**src/rtl/cswd_pkg.sv**
```systemverilog
// Shared types, constants and helper functions for the chip-select window decoder.
// Assumes a fixed mapping-register layout: base [5:0], enable [6], mask [11:8].
package cswd_pkg;

    localparam int BASE_W = 6;
    localparam int MASK_W = 4;
    localparam int IRQ_W  = 12;
    localparam int SIZE_W = 28;

    localparam logic [IRQ_W-1:0] IRQ_KEEP = 12'hF03;

    // register offsets (byte addresses within a 4 KiB space)
    localparam logic [11:0] OFF_ID       = 12'h000;
    localparam logic [11:0] OFF_RSTDONE  = 12'h014;
    localparam logic [11:0] OFF_EVT_STAT = 12'h018;
    localparam logic [11:0] OFF_EVT_EN   = 12'h01C;
    localparam int          MAP_FIRST    = 32'h078;
    localparam int          MAP_STRIDE   = 32'h030;

    typedef struct packed {
        logic [MASK_W-1:0] mask;
        logic              valid;
        logic [BASE_W-1:0] base;
    } map_t;

    // Extract the writable mapping fields from a register word.
    function automatic map_t word_to_map(input logic [11:0] w);
        map_t m;
        m.mask  = w[11:8];
        m.valid = w[6];
        m.base  = w[5:0];
        return m;
    endfunction

    // Rebuild the register word from the stored mapping fields.
    function automatic logic [31:0] map_to_word(input map_t m);
        return {20'h0, m.mask, 1'b0, m.valid, m.base};
    endfunction

    // Only thermometer masks from the top bit down are accepted.
    function automatic logic mask_is_legal(input logic [MASK_W-1:0] m);
        logic ok;
        case (m)
            4'h8, 4'hC, 4'hE, 4'hF: ok = 1'b1;
            default:                ok = 1'b0;
        endcase
        return ok;
    endfunction

    // Window size in bytes: low 24 bits all ones, cleared mask bits widen it.
    function automatic logic [SIZE_W-1:0] mask_to_size(input logic [MASK_W-1:0] m);
        logic [SIZE_W:0] s;
        s = {1'b0, ~m, 24'hFF_FFFF} + {{SIZE_W{1'b0}}, 1'b1};
        return s[SIZE_W-1:0];
    endfunction

    // Byte offset of the mapping register of chip select n.
    function automatic logic [11:0] map_offset(input int n);
        return 12'(MAP_FIRST + MAP_STRIDE * n);
    endfunction

endpackage

```
**src/rtl/cswd_map_bank.sv**
```systemverilog
// One chip select's mapping register with its legality check and window size.
// Assumes the write strobe is already decoded for this chip select; the stored
// value takes effect on the cycle after the write.
module cswd_map_bank
    import cswd_pkg::*;
#(
    parameter bit RST_VALID = 1'b0
) (
    input  logic              clk,
    input  logic              rst_n,
    input  logic              wr_en,
    input  logic [11:0]       wdata,
    output map_t              map_q,
    output logic              legal,
    output logic              active,
    output logic [SIZE_W-1:0] size
);

    localparam map_t RST_MAP = '{mask: 4'hF, valid: RST_VALID, base: '0};

    // Hold the mapping fields; a write replaces the whole window at once.
    always_ff @(posedge clk) begin
        if (!rst_n) begin
            map_q <= RST_MAP;
        end else if (wr_en) begin
            map_q <= word_to_map(wdata);
        end
    end

    // Legal pair: accepted mask and no base bit under a cleared mask bit.
    // The 6-bit base field can never reach 0x40, so no range check is needed.
    always_comb begin
        legal = mask_is_legal(map_q.mask) &&
                ((map_q.base[MASK_W-1:0] & ~map_q.mask) == '0);
    end

    // The window decodes only when enabled and legal.
    always_comb begin
        active = map_q.valid && legal;
        size   = mask_to_size(map_q.mask);
    end

    // a write lands as the exact stored window one cycle later
    a_r6_write_lands: assert property (@(posedge clk) disable iff (!rst_n)
        wr_en |=> (map_q == $past(word_to_map(wdata))));

    // without a write the window never moves
    a_r6_hold: assert property (@(posedge clk) disable iff (!rst_n)
        !wr_en |=> $stable(map_q));

endmodule

```
**src/rtl/cswd_addr_match.sv**
```systemverilog
// Compares a bus address against every active window and picks the lowest
// matching chip select. Purely combinational; clk/rst_n feed only the checks.
// Assumes ADDR_W is greater than 30 so that an upper guard field exists.
module cswd_addr_match
    import cswd_pkg::*;
#(
    parameter int NUM_CS = 8,
    parameter int ADDR_W = 32
) (
    input  logic              clk,
    input  logic              rst_n,
    input  logic [ADDR_W-1:0] addr,
    input  map_t              maps   [NUM_CS],
    input  logic [NUM_CS-1:0] active,
    input  logic [SIZE_W-1:0] sizes  [NUM_CS],
    output logic [NUM_CS-1:0] sel,
    output logic [SIZE_W-1:0] hit_size
);

    localparam int FIELD_LO = 24;
    localparam int FIELD_HI = FIELD_LO + BASE_W - 1;

    logic              upper_zero;
    logic [NUM_CS-1:0] raw_hit;
    logic [FIELD_LO-1:0] unused_offset;

    // Addresses above the 1 GiB decode range never select.
    always_comb begin
        upper_zero    = (addr[ADDR_W-1:FIELD_HI+1] == '0);
        unused_offset = addr[FIELD_LO-1:0];
    end

    // Per chip select: compare the address field with the base under the mask.
    for (genvar g = 0; g < NUM_CS; g++) begin : g_cmp
        logic [BASE_W-1:0] care;
        always_comb begin
            care       = {2'b11, maps[g].mask};
            raw_hit[g] = active[g] && upper_zero &&
                         (((addr[FIELD_HI:FIELD_LO] ^ maps[g].base) & care) == '0);
        end
    end

    // Lowest-numbered match wins; the first hit found stops the search.
    always_comb begin
        logic found;
        found = 1'b0;
        sel   = '0;
        for (int i = 0; i < NUM_CS; i++) begin
            if (raw_hit[i] && !found) begin
                sel[i] = 1'b1;
                found  = 1'b1;
            end
        end
    end

    // Report the size of the selected window, zero without a match.
    always_comb begin
        hit_size = '0;
        for (int i = 0; i < NUM_CS; i++) begin
            if (sel[i]) hit_size = hit_size | sizes[i];
        end
    end

    // never more than one chip select
    a_r5_onehot: assert property (@(posedge clk) disable iff (!rst_n)
        $onehot0(sel));

    // a selection always reports a non-zero window size, none reports zero
    a_r5_size_agrees: assert property (@(posedge clk) disable iff (!rst_n)
        (sel == '0) == (hit_size == '0));

    // nothing above the decode range is ever selected
    a_r4_upper_guard: assert property (@(posedge clk) disable iff (!rst_n)
        (addr[ADDR_W-1:FIELD_HI+1] != '0) |-> (sel == '0));

endmodule

```
**src/rtl/cswd_irq_ctrl.sv**
```systemverilog
// Event status (set by sources, write-one-to-clear), event enable and the
// registered level interrupt. Assumes write strobes are already decoded.
module cswd_irq_ctrl
    import cswd_pkg::*;
(
    input  logic             clk,
    input  logic             rst_n,
    input  logic [IRQ_W-1:0] evt,
    input  logic             clr_we,
    input  logic             en_we,
    input  logic [IRQ_W-1:0] wdata,
    output logic [IRQ_W-1:0] stat_q,
    output logic [IRQ_W-1:0] en_q,
    output logic             irq_q
);

    logic [IRQ_W-1:0] clr_bits;

    // Bits cleared by a status write this cycle.
    always_comb begin
        clr_bits = clr_we ? wdata : '0;
    end

    // Status: sources set, ones written clear, a set wins over a clear.
    always_ff @(posedge clk) begin
        if (!rst_n) begin
            stat_q <= '0;
        end else begin
            stat_q <= ((stat_q & ~clr_bits) | evt) & IRQ_KEEP;
        end
    end

    // Enable register keeps only the implemented bits.
    always_ff @(posedge clk) begin
        if (!rst_n) begin
            en_q <= '0;
        end else if (en_we) begin
            en_q <= wdata & IRQ_KEEP;
        end
    end

    // Interrupt level follows status AND enable one clock later.
    always_ff @(posedge clk) begin
        if (!rst_n) begin
            irq_q <= 1'b0;
        end else begin
            irq_q <= |(stat_q & en_q);
        end
    end

    // a written one with no event on that bit is gone next cycle
    a_r7_clear: assert property (@(posedge clk) disable iff (!rst_n)
        clr_we |=> ((stat_q & $past(wdata & ~evt)) == '0));

    // a source event is always captured when implemented
    a_r7_set: assert property (@(posedge clk) disable iff (!rst_n)
        (evt & IRQ_KEEP) != '0 |=> ((stat_q & $past(evt & IRQ_KEEP)) == $past(evt & IRQ_KEEP)));

    // with nothing enabled the interrupt is low next cycle
    a_r9_quiet: assert property (@(posedge clk) disable iff (!rst_n)
        (en_q == '0) |=> !irq_q);

endmodule

```
**src/rtl/cs_window_decoder.sv**
```systemverilog
// Top of the chip-select window decoder: register port decode, per-chip-select
// mapping banks, address matcher and interrupt logic.
// Assumes single-cycle register requests and word-aligned offsets; accesses
// to offsets that are not implemented read zero and writes to them are dropped.
module cs_window_decoder
    import cswd_pkg::*;
#(
    parameter int          NUM_CS   = 8,
    parameter int          ADDR_W   = 32,
    parameter logic [31:0] ID_VALUE = 32'h0000_0051
) (
    input  logic              clk,
    input  logic              rst_n,
    input  logic              reg_req,
    input  logic              reg_we,
    input  logic [11:0]       reg_addr,
    input  logic [31:0]       reg_wdata,
    output logic [31:0]       reg_rdata,
    input  logic [ADDR_W-1:0] bus_addr,
    output logic [NUM_CS-1:0] cs_sel,
    output logic [SIZE_W-1:0] cs_hit_size,
    output logic [NUM_CS-1:0] map_err,
    input  logic [IRQ_W-1:0]  evt_in,
    output logic              irq
);

    logic              wr_any;
    logic              rd_any;
    logic [NUM_CS-1:0] map_wr;
    logic [NUM_CS-1:0] legal;
    logic [NUM_CS-1:0] active;
    map_t              maps  [NUM_CS];
    logic [SIZE_W-1:0] sizes [NUM_CS];
    logic [IRQ_W-1:0]  stat_q;
    logic [IRQ_W-1:0]  en_q;
    logic [31:0]       rd_val;
    logic [19:0]       unused_wdata_hi;

    // Qualify the register request by direction.
    always_comb begin
        wr_any          = reg_req && reg_we;
        rd_any          = reg_req && !reg_we;
        unused_wdata_hi = reg_wdata[31:12];
    end

    // One mapping bank per chip select; only chip select 0 boots enabled.
    for (genvar g = 0; g < NUM_CS; g++) begin : g_cs
        always_comb begin
            map_wr[g]  = wr_any && (reg_addr == map_offset(g));
            map_err[g] = maps[g].valid && !legal[g];
        end

        cswd_map_bank #(
            .RST_VALID (g == 0)
        ) u_bank (
            .clk    (clk),
            .rst_n  (rst_n),
            .wr_en  (map_wr[g]),
            .wdata  (reg_wdata[11:0]),
            .map_q  (maps[g]),
            .legal  (legal[g]),
            .active (active[g]),
            .size   (sizes[g])
        );

        // an illegal enabled mapping never drives its chip select
        a_r3_err_blocks: assert property (@(posedge clk) disable iff (!rst_n)
            map_err[g] |-> !cs_sel[g]);
    end

    cswd_addr_match #(
        .NUM_CS (NUM_CS),
        .ADDR_W (ADDR_W)
    ) u_match (
        .clk      (clk),
        .rst_n    (rst_n),
        .addr     (bus_addr),
        .maps     (maps),
        .active   (active),
        .sizes    (sizes),
        .sel      (cs_sel),
        .hit_size (cs_hit_size)
    );

    cswd_irq_ctrl u_irq (
        .clk    (clk),
        .rst_n  (rst_n),
        .evt    (evt_in),
        .clr_we (wr_any && (reg_addr == OFF_EVT_STAT)),
        .en_we  (wr_any && (reg_addr == OFF_EVT_EN)),
        .wdata  (reg_wdata[IRQ_W-1:0]),
        .stat_q (stat_q),
        .en_q   (en_q),
        .irq_q  (irq)
    );

    // Select the read value for the addressed offset; unknown offsets give 0.
    always_comb begin
        rd_val = '0;
        case (reg_addr)
            OFF_ID:       rd_val = ID_VALUE;
            OFF_RSTDONE:  rd_val = 32'h1;
            OFF_EVT_STAT: rd_val = {{(32-IRQ_W){1'b0}}, stat_q};
            OFF_EVT_EN:   rd_val = {{(32-IRQ_W){1'b0}}, en_q};
            default: begin
                for (int i = 0; i < NUM_CS; i++) begin
                    if (reg_addr == map_offset(i)) rd_val = map_to_word(maps[i]);
                end
            end
        endcase
    end

    // Register the read data; it holds between reads.
    always_ff @(posedge clk) begin
        if (!rst_n) begin
            reg_rdata <= '0;
        end else if (rd_any) begin
            reg_rdata <= rd_val;
        end
    end

    // the reset-done register reads 1 whatever was written before
    a_r10_rstdone: assert property (@(posedge clk) disable iff (!rst_n)
        (rd_any && reg_addr == OFF_RSTDONE) |=> (reg_rdata == 32'h1));

    // read data does not move without a read request
    a_r11_hold: assert property (@(posedge clk) disable iff (!rst_n)
        !rd_any |=> $stable(reg_rdata));

    // no mapping read ever shows bits outside the writable fields
    a_r2_map_bits: assert property (@(posedge clk) disable iff (!rst_n)
        (rd_any && reg_addr[11:4] >= 8'h07 && reg_addr <= map_offset(NUM_CS-1))
        |=> ((reg_rdata & ~32'h0000_0F7F) == '0));

endmodule

```
**config.mk**
```make
export PLATFORM = sky130hd
export DESIGN_NAME = cs_window_decoder
export DESIGN_NICKNAME = d
export VERILOG_FILES = /design/src/rtl/cswd_pkg.sv /design/src/rtl/cswd_map_bank.sv /design/src/rtl/cswd_addr_match.sv /design/src/rtl/cswd_irq_ctrl.sv /design/src/rtl/cs_window_decoder.sv
export SDC_FILE = /design/constraint.sdc
export NUM_CORES = 1
export LEC_CHECK = 0
export CAP_MARGIN = 15
export CORE_ASPECT_RATIO = 0.7
export CORE_UTILIZATION = 50
export DETAILED_ROUTE_END_ITERATION = 8
export DONT_BUFFER_PORTS = 1
export SLEW_MARGIN = 0
export SYNTH_ARGS = -nofsm -noshare
export SYNTH_HDL_FRONTEND = slang
export SYNTH_SLANG_ARGS = --single-unit
export TNS_END_PERCENT = 5
```
**constraint.sdc**
```tcl
create_clock -name clk -period 3.3 [get_ports clk]
set_input_delay 0.165 -clock clk [delete_from_list [all_inputs] [get_ports clk]]
set_output_delay 0.165 -clock clk [all_outputs]
set_load 0.005 [all_outputs]
```
* After elaboration in Yosys (flattened, before gate mapping)
Index checks and enable logic that the tools add are counted.
** Cells by class
- Add/sub/neg operators :: 8
- Reductions and logical operators :: 102
- Bitwise operators :: 43
- Equality and inequality tests :: 43
- Multiplexer cells :: 40
** Operator list (count)
- 28-bit by 1-bit adder with 28-bit output, second input constant :: 8
- 28-bit 2-to-1 mux :: 8
- 32-bit 2-to-1 mux :: 7
- 28-bit bitwise OR :: 7
- 4-bit == test, second input constant :: 32
- 32-bit case mux with 4 select lines :: 1
- 12-bit by 9-bit == test with 1-bit output, second input constant :: 5
- 1-bit logical AND :: 59
- 6-bit AND :: 8
- 6-bit logical NOT :: 8
- 6-bit bitwise XOR :: 8
- 12-bit by 5-bit == test with 1-bit output, second input constant :: 3
- 4-bit AND :: 8
- 4-bit logical NOT :: 8
- 4-bit NOT :: 8
- 4-bit OR reduction :: 8
- 12-bit AND :: 2
- 12-bit by 8-bit == test with 1-bit output, second input constant :: 2
- 12-bit 2-to-1 mux :: 2
- 1-bit 2-to-1 mux :: 22
- 1-bit logical NOT :: 16
- 12-bit by 7-bit == test with 1-bit output, second input constant :: 1
- 12-bit logical NOT :: 1
- 12-bit NOT :: 1
- other kinds (3) :: 3
** Word-level totals
- Register bits :: 139
- Input port bits :: 92
- Logic and storage cells :: 265

* Longest topological paths before layout
- Word-level depth :: 30
- Gate-level depth with buffers :: 10
- Gate-level depth less buffers :: 9

* Modules after synthesis
Synthesis repeated with hierarchy kept, for this count alone.
** Unflattened totals
- Cells, all modules :: 1428
- Area, all modules :: 11533.6 um^2
** By module, submodules not included
- cswd_map_bank at g_cs[1].u_bank ... :: cells an instance 77, sequential area each 220.2 um^2, area each 711.9 um^2, instances 7
- cswd_addr_match :: cells an instance 472, sequential area each 0.0 um^2, area each 3081.7 um^2, instances 1
- cs_window_decoder :: cells an instance 284, sequential area each 240.2 um^2, area each 2192.1 um^2, instances 1
- cswd_map_bank at g_cs[0].u_bank :: cells an instance 77, sequential area each 220.2 um^2, area each 709.4 um^2, instances 1
- cswd_irq_ctrl :: cells an instance 56, sequential area each 260.2 um^2, area each 566.8 um^2, instances 1

* Worst setup path before layout
OpenSTA, ideal clock, no wires.
- Path type :: reg2out
- Start point :: register g_cs[0].u_bank.map_q[7] in the netlist's numbering
- End point :: output cs_hit_size[24]
- Path slack :: 0.848 ns
- Buffers on the path :: 1
- Data arrival time :: 2.287 ns
- Cell stages (with the launch flop) :: 10
- Path through :: dfxtp_1 -> inv_1 -> ha_1 -> o21a_1 -> o211ai_1 -> nor3_1 -> or4_1 -> buf_4 -> a2111oi_2 -> a2111o_1
** On the way
- Longest elaborated chain between the ends :: 30
- Elaborated cells on any way between the ends :: 59
- Those cells by class :: 1 x add/sub; 4 x eq/ne; 23 x mux; 10 x bitwise; 21 x reduce/logical
** Ends and longest elaborated chain
- from (decl) :: RTL line cswd_map_bank.sv:13 : output map_t map_q,
- from (signal assigned) :: RTL line cswd_map_bank.sv:26 : map_q <= word_to_map(wdata);
- parallel branches: the longest is 29 deep, another holds 28-bit by 1-bit adder with 28-bit output
- 28-bit 2-to-1 mux * :: RTL line cswd_addr_match.sv:60 : if (sel[i]) hit_size = hit_size | sizes[i];
- to (decl) :: RTL line cs_window_decoder.sv:21 : output logic [SIZE_W-1:0] cs_hit_size,
Mark *: on every way between the ends.

* Worst setup path after layout
- Start point :: register g_cs[1].u_bank.map_q[7] in the netlist's numbering
- End point :: output cs_hit_size[25]
** On the way
- Longest elaborated chain between the ends :: 28
- Elaborated cells on any way between the ends :: 56
- Those cells by class :: 1 x add/sub; 4 x eq/ne; 21 x mux; 10 x bitwise; 20 x reduce/logical
** Ends and longest elaborated chain (RTL line)
- from (decl) :: cswd_map_bank.sv:13
- from (signal assigned) :: cswd_map_bank.sv:26
- parallel branches: the longest is 27 deep, another holds 28-bit by 1-bit adder with 28-bit output
- 28-bit 2-to-1 mux * :: cswd_addr_match.sv:60
Marks and branches as above.

==> out/results.txt <==
Outcome = complete, no violations
Via count normalized by instance count = 6.16
Count of distinct cell types in the synthesized netlist = 67
Multi-input gate area = 0.00448 sq mm
Residual overflow from global routing = 0
Maximum buffer depth of the clock tree = 2
Count of endpoints failing hold in the final timing report = 0
Ports = 169
Vias = 6,701
Detail-routed net length per standard cell = 22.7 um
Number of flops mapped to enable cells by yosys = 0
Nature of the critical path endpoint = output port
Number of max-slew violations in the final report = 0
Die area = 0.0151 sq mm
Critical Path RT = 3.13 ns
Number of DRC violations after detailed-routing iteration 0 = 639
Critical R2R Launch = g_cs[4].u_bank.map_q[0]$_SDFFE_PN0P_
Layout overhead on the synthesized area = 6.15%
HP Start = reg_wdata[9]
Sum of buffers and inverters on the critical path = 1
Number of setup violations in the final report = 0
Cell area after synthesis = 0.00731 sq mm
Tcrit/Tclk final = 97.2%
Crit path cell chain = inv_1 > ha_1 > o21a_1 > o211ai_1 > nor3_1 > or4_4 > or4_1 > nand3b_1
Combined flip-flop and latch cell area = 0.00224 sq mm
Proportion of total power due to net switching = 26.7%
Synthesis warning total = 0
Beginning of the critical path = g_cs[1].u_bank.map_q[7]$_SDFFE_PN1P_
Part of the power in the clock network = 41.6%
Buffers on Ports = 0
Worst setup path category = reg2out
Maximum clock rate = 0.312 GHz
Number of sinks on the clock net = 112
Antenna-violating nets left = 0
Summed negative setup slack over all endpoints = 0 ns
Layout fillers = 1,290
Power per cell area = 347 mW/mm^2
Actual transition at the worst max-transition pin = 1.20 ns
Placed Instance Area = 0.00721 sq mm
Synth Register Bits = 112
Fraction of final layout cells with drive strength greater than 1 = 6.82%
Worst-case setup margin in the final layout = 0.0920 ns
Max IR drop VDD = 0.000215 V
Comb power frac = 7.4%
Worst setup timing slack at the placement stage = 0.294 ns
Avg Synthesized Cell Area = 8.07 sq um
Drt pass-1 iters = 5
Root cell of the clock tree = sky130_fd_sc_hd__clkbuf_16
Largest net degree at the start of global routing = 55
Final standard cell area without fillers = 0.00776 sq mm
DPL Wire Length = 17.4 mm
Core Rows = 36
Fraction of the yosys area taken by sequential cells = 30.7%
Clock buffers created by TritonCTS = 9
H-tree level count = 3
Initial antenna violation count = 5
Net switching power = 0.717 mW
Cell count after synthesis = 906
CTS clock-pin slew for the worst setup and hold paths = 0.08 ns
Clock Skew = 0.00566 ns
Class of the tightest hold or removal check = in2reg
Wire length reported by the detailed router = 24.7 mm
CP max stage cell = sky130_fd_sc_hd__or4_4
Kind of launch point of the worst setup path = register
Hold Worst Slack = 0.0149 ns
Highest net fanout along the worst path = 10
Critical Path Max Stage Delay = 0.62 ns
Minimum clock period after layout = 3.21 ns
Vias in the first global route = 6,010
Synth Flop Type = sky130_fd_sc_hd__dfxtp_1
Category of cells accounting for the largest share of critical-path delay = simple AND/OR/NAND/NOR gates
Last weighted congestion value of the routability-driven placer = 0.967
Leak Pwr = 2.95 nW
Worst relative slew slack = 19.5%
Core Area = 0.0141 sq mm
Chip height = 103 um
Cell-internal power = 1.97 mW
First-pass GRT wire length = 36.4 mm
CTS tree = built
Worst EP arrival = 3.04 ns
Initial core utilization = 51.8%
Number of max-capacitance violations reported = 0
Die X = 147 um
Sequential power share = 51.1%
All-Layer GR Usage = 32.7%
Post-detailed-route DRC marker count = 0
Skew-Pair Late Insertion Delay = 0.36 ns
Layout net count = 1,006
Async SR Flop Fraction = 0%
power groups by stage:
stage	logic, mW	registers [mW]	clock network (mW)
2_1_floorplan	0.190	1.40	0
3_3_place_gp	0.128	1.40	0
3_5_place_dp	0.130	1.40	0
4_1_cts	0.192	1.37	1.14
5_1_grt	0.211	1.37	1.19
6_report	0.198	1.37	1.12
through the flow:
step / cells / power, mW / utilization (%)
6_report: 1088 / 2.69 / 55.0
5_1_grt: 1087 / 2.77 / 55.0
4_1_cts: 1083 / 2.70 / 54.8
3_5_place_dp: 1047 / 1.53 / 51.1
3_3_place_gp: 1047 / 1.53 / 51.1
2_1_floorplan: 950 / 1.59 / -
final timing paths:
path	slack, ns	cells after the start	end
max	0.09	8	cs_hit_size[25]
min	0.01	3	u_irq.stat_q[9]$_SDFF_PN0_
max reg2reg	1.40	7	reg_rdata[0]$_SDFFE_PN0P_
min reg2reg	0.49	2	u_irq.en_q[10]$_SDFFE_PN0P_
layout by cell type, fill, tap and decap left out, types with 10 or more instances in the layout:
cell / count
sky130_fd_sc_hd__o211ai_1: 21
sky130_fd_sc_hd__nor2_1: 69
sky130_fd_sc_hd__nand2_1: 114
sky130_fd_sc_hd__a22oi_1: 25
sky130_fd_sc_hd__nor3_1: 23
sky130_fd_sc_hd__xor2_1: 31
sky130_fd_sc_hd__a21oi_1: 58
sky130_fd_sc_hd__o21ai_0: 11
sky130_fd_sc_hd__a22o_1: 14
sky130_fd_sc_hd__conb_1: 45
sky130_fd_sc_hd__inv_1: 30
sky130_fd_sc_hd__o21a_1: 10
sky130_fd_sc_hd__nand3_1: 22
sky130_fd_sc_hd__buf_4: 22
sky130_fd_sc_hd__dlygate4sd3_1: 19
sky130_fd_sc_hd__dfxtp_1: 110
sky130_fd_sc_hd__xnor2_1: 32
sky130_fd_sc_hd__nand4_1: 13
sky130_fd_sc_hd__mux2i_1: 49
sky130_fd_sc_hd__ha_1: 24
cell families after synthesis:
logic type	Yosys count	synth area share, %
simple gates	309	20.5
compound gates	203	19.6
buf+inv	145	10.8
flops	112	30.7
xor+xnor	63	7.55
mux	49	6.71
fa+ha+maj	24	4.11
other cells	1	0.0513
repair_timing:
item,CTS,global route
hold endpoints to repair,108,0
setup endpoints to repair,3,2
pin swaps,0,1
setup buffers,0,2
hold buffers,20,0
gates resized for setup,2,4
gates cloned,0,0
flip-flops by register name, indices dropped and copies added (netlist names):
name               cells
g_cs.u_bank.map_q     88
u_irq.irq_q            1
reg_rdata             11
u_irq.stat_q           6
u_irq.en_q             6
metal layers:
layer | vias up | wire length (um) | GRT usage [%]
li1 | 3074 | - | -
met4 | 4 | 817 | 14.7
met3 | 59 | 2830 | 9.34
met1 | 3170 | 10800 | 44.6
met5 | - | 29 | 0
met2 | 394 | 10200 | 48.2
layout make-up:
type | instances | share of cell area (%)
Clock buffer | 9 | 2.90
Sequential cell | 112 | 28.9
Inverter | 32 | 1.55
Timing Repair Buffer | 42 | 4.84
Multi-Input combinational cell | 693 | 57.7
Tap cell | 190 | 3.06
Clock inverter | 7 | 0.887
Antenna cell | 3 | 0.0968
worst min-delay path: stages:
cell and delay, ns:
sky130_fd_sc_hd__nand2_1 0.04, sky130_fd_sc_hd__a21oi_1 0.06, sky130_fd_sc_hd__nor2_1 0.08
cell usage after synthesis (all sizes together) (21+ instances only):
library cell / instances / area share, %
a21oi: 58 / 4.0
clkbuf: 42 / 2.2
mux2i: 49 / 6.7
nand3: 23 / 1.6
xnor2: 32 / 3.8
o211ai: 21 / 2.2
buf: 71 / 7.0
xor2: 31 / 3.7
nor2: 70 / 3.6
dfxtp: 112 / 31
nand2: 114 / 5.9
inv: 32 / 1.6
a22oi: 27 / 2.9
ha: 24 / 4.1
nor3: 25 / 1.8
(Power assumes the default switching activity.)
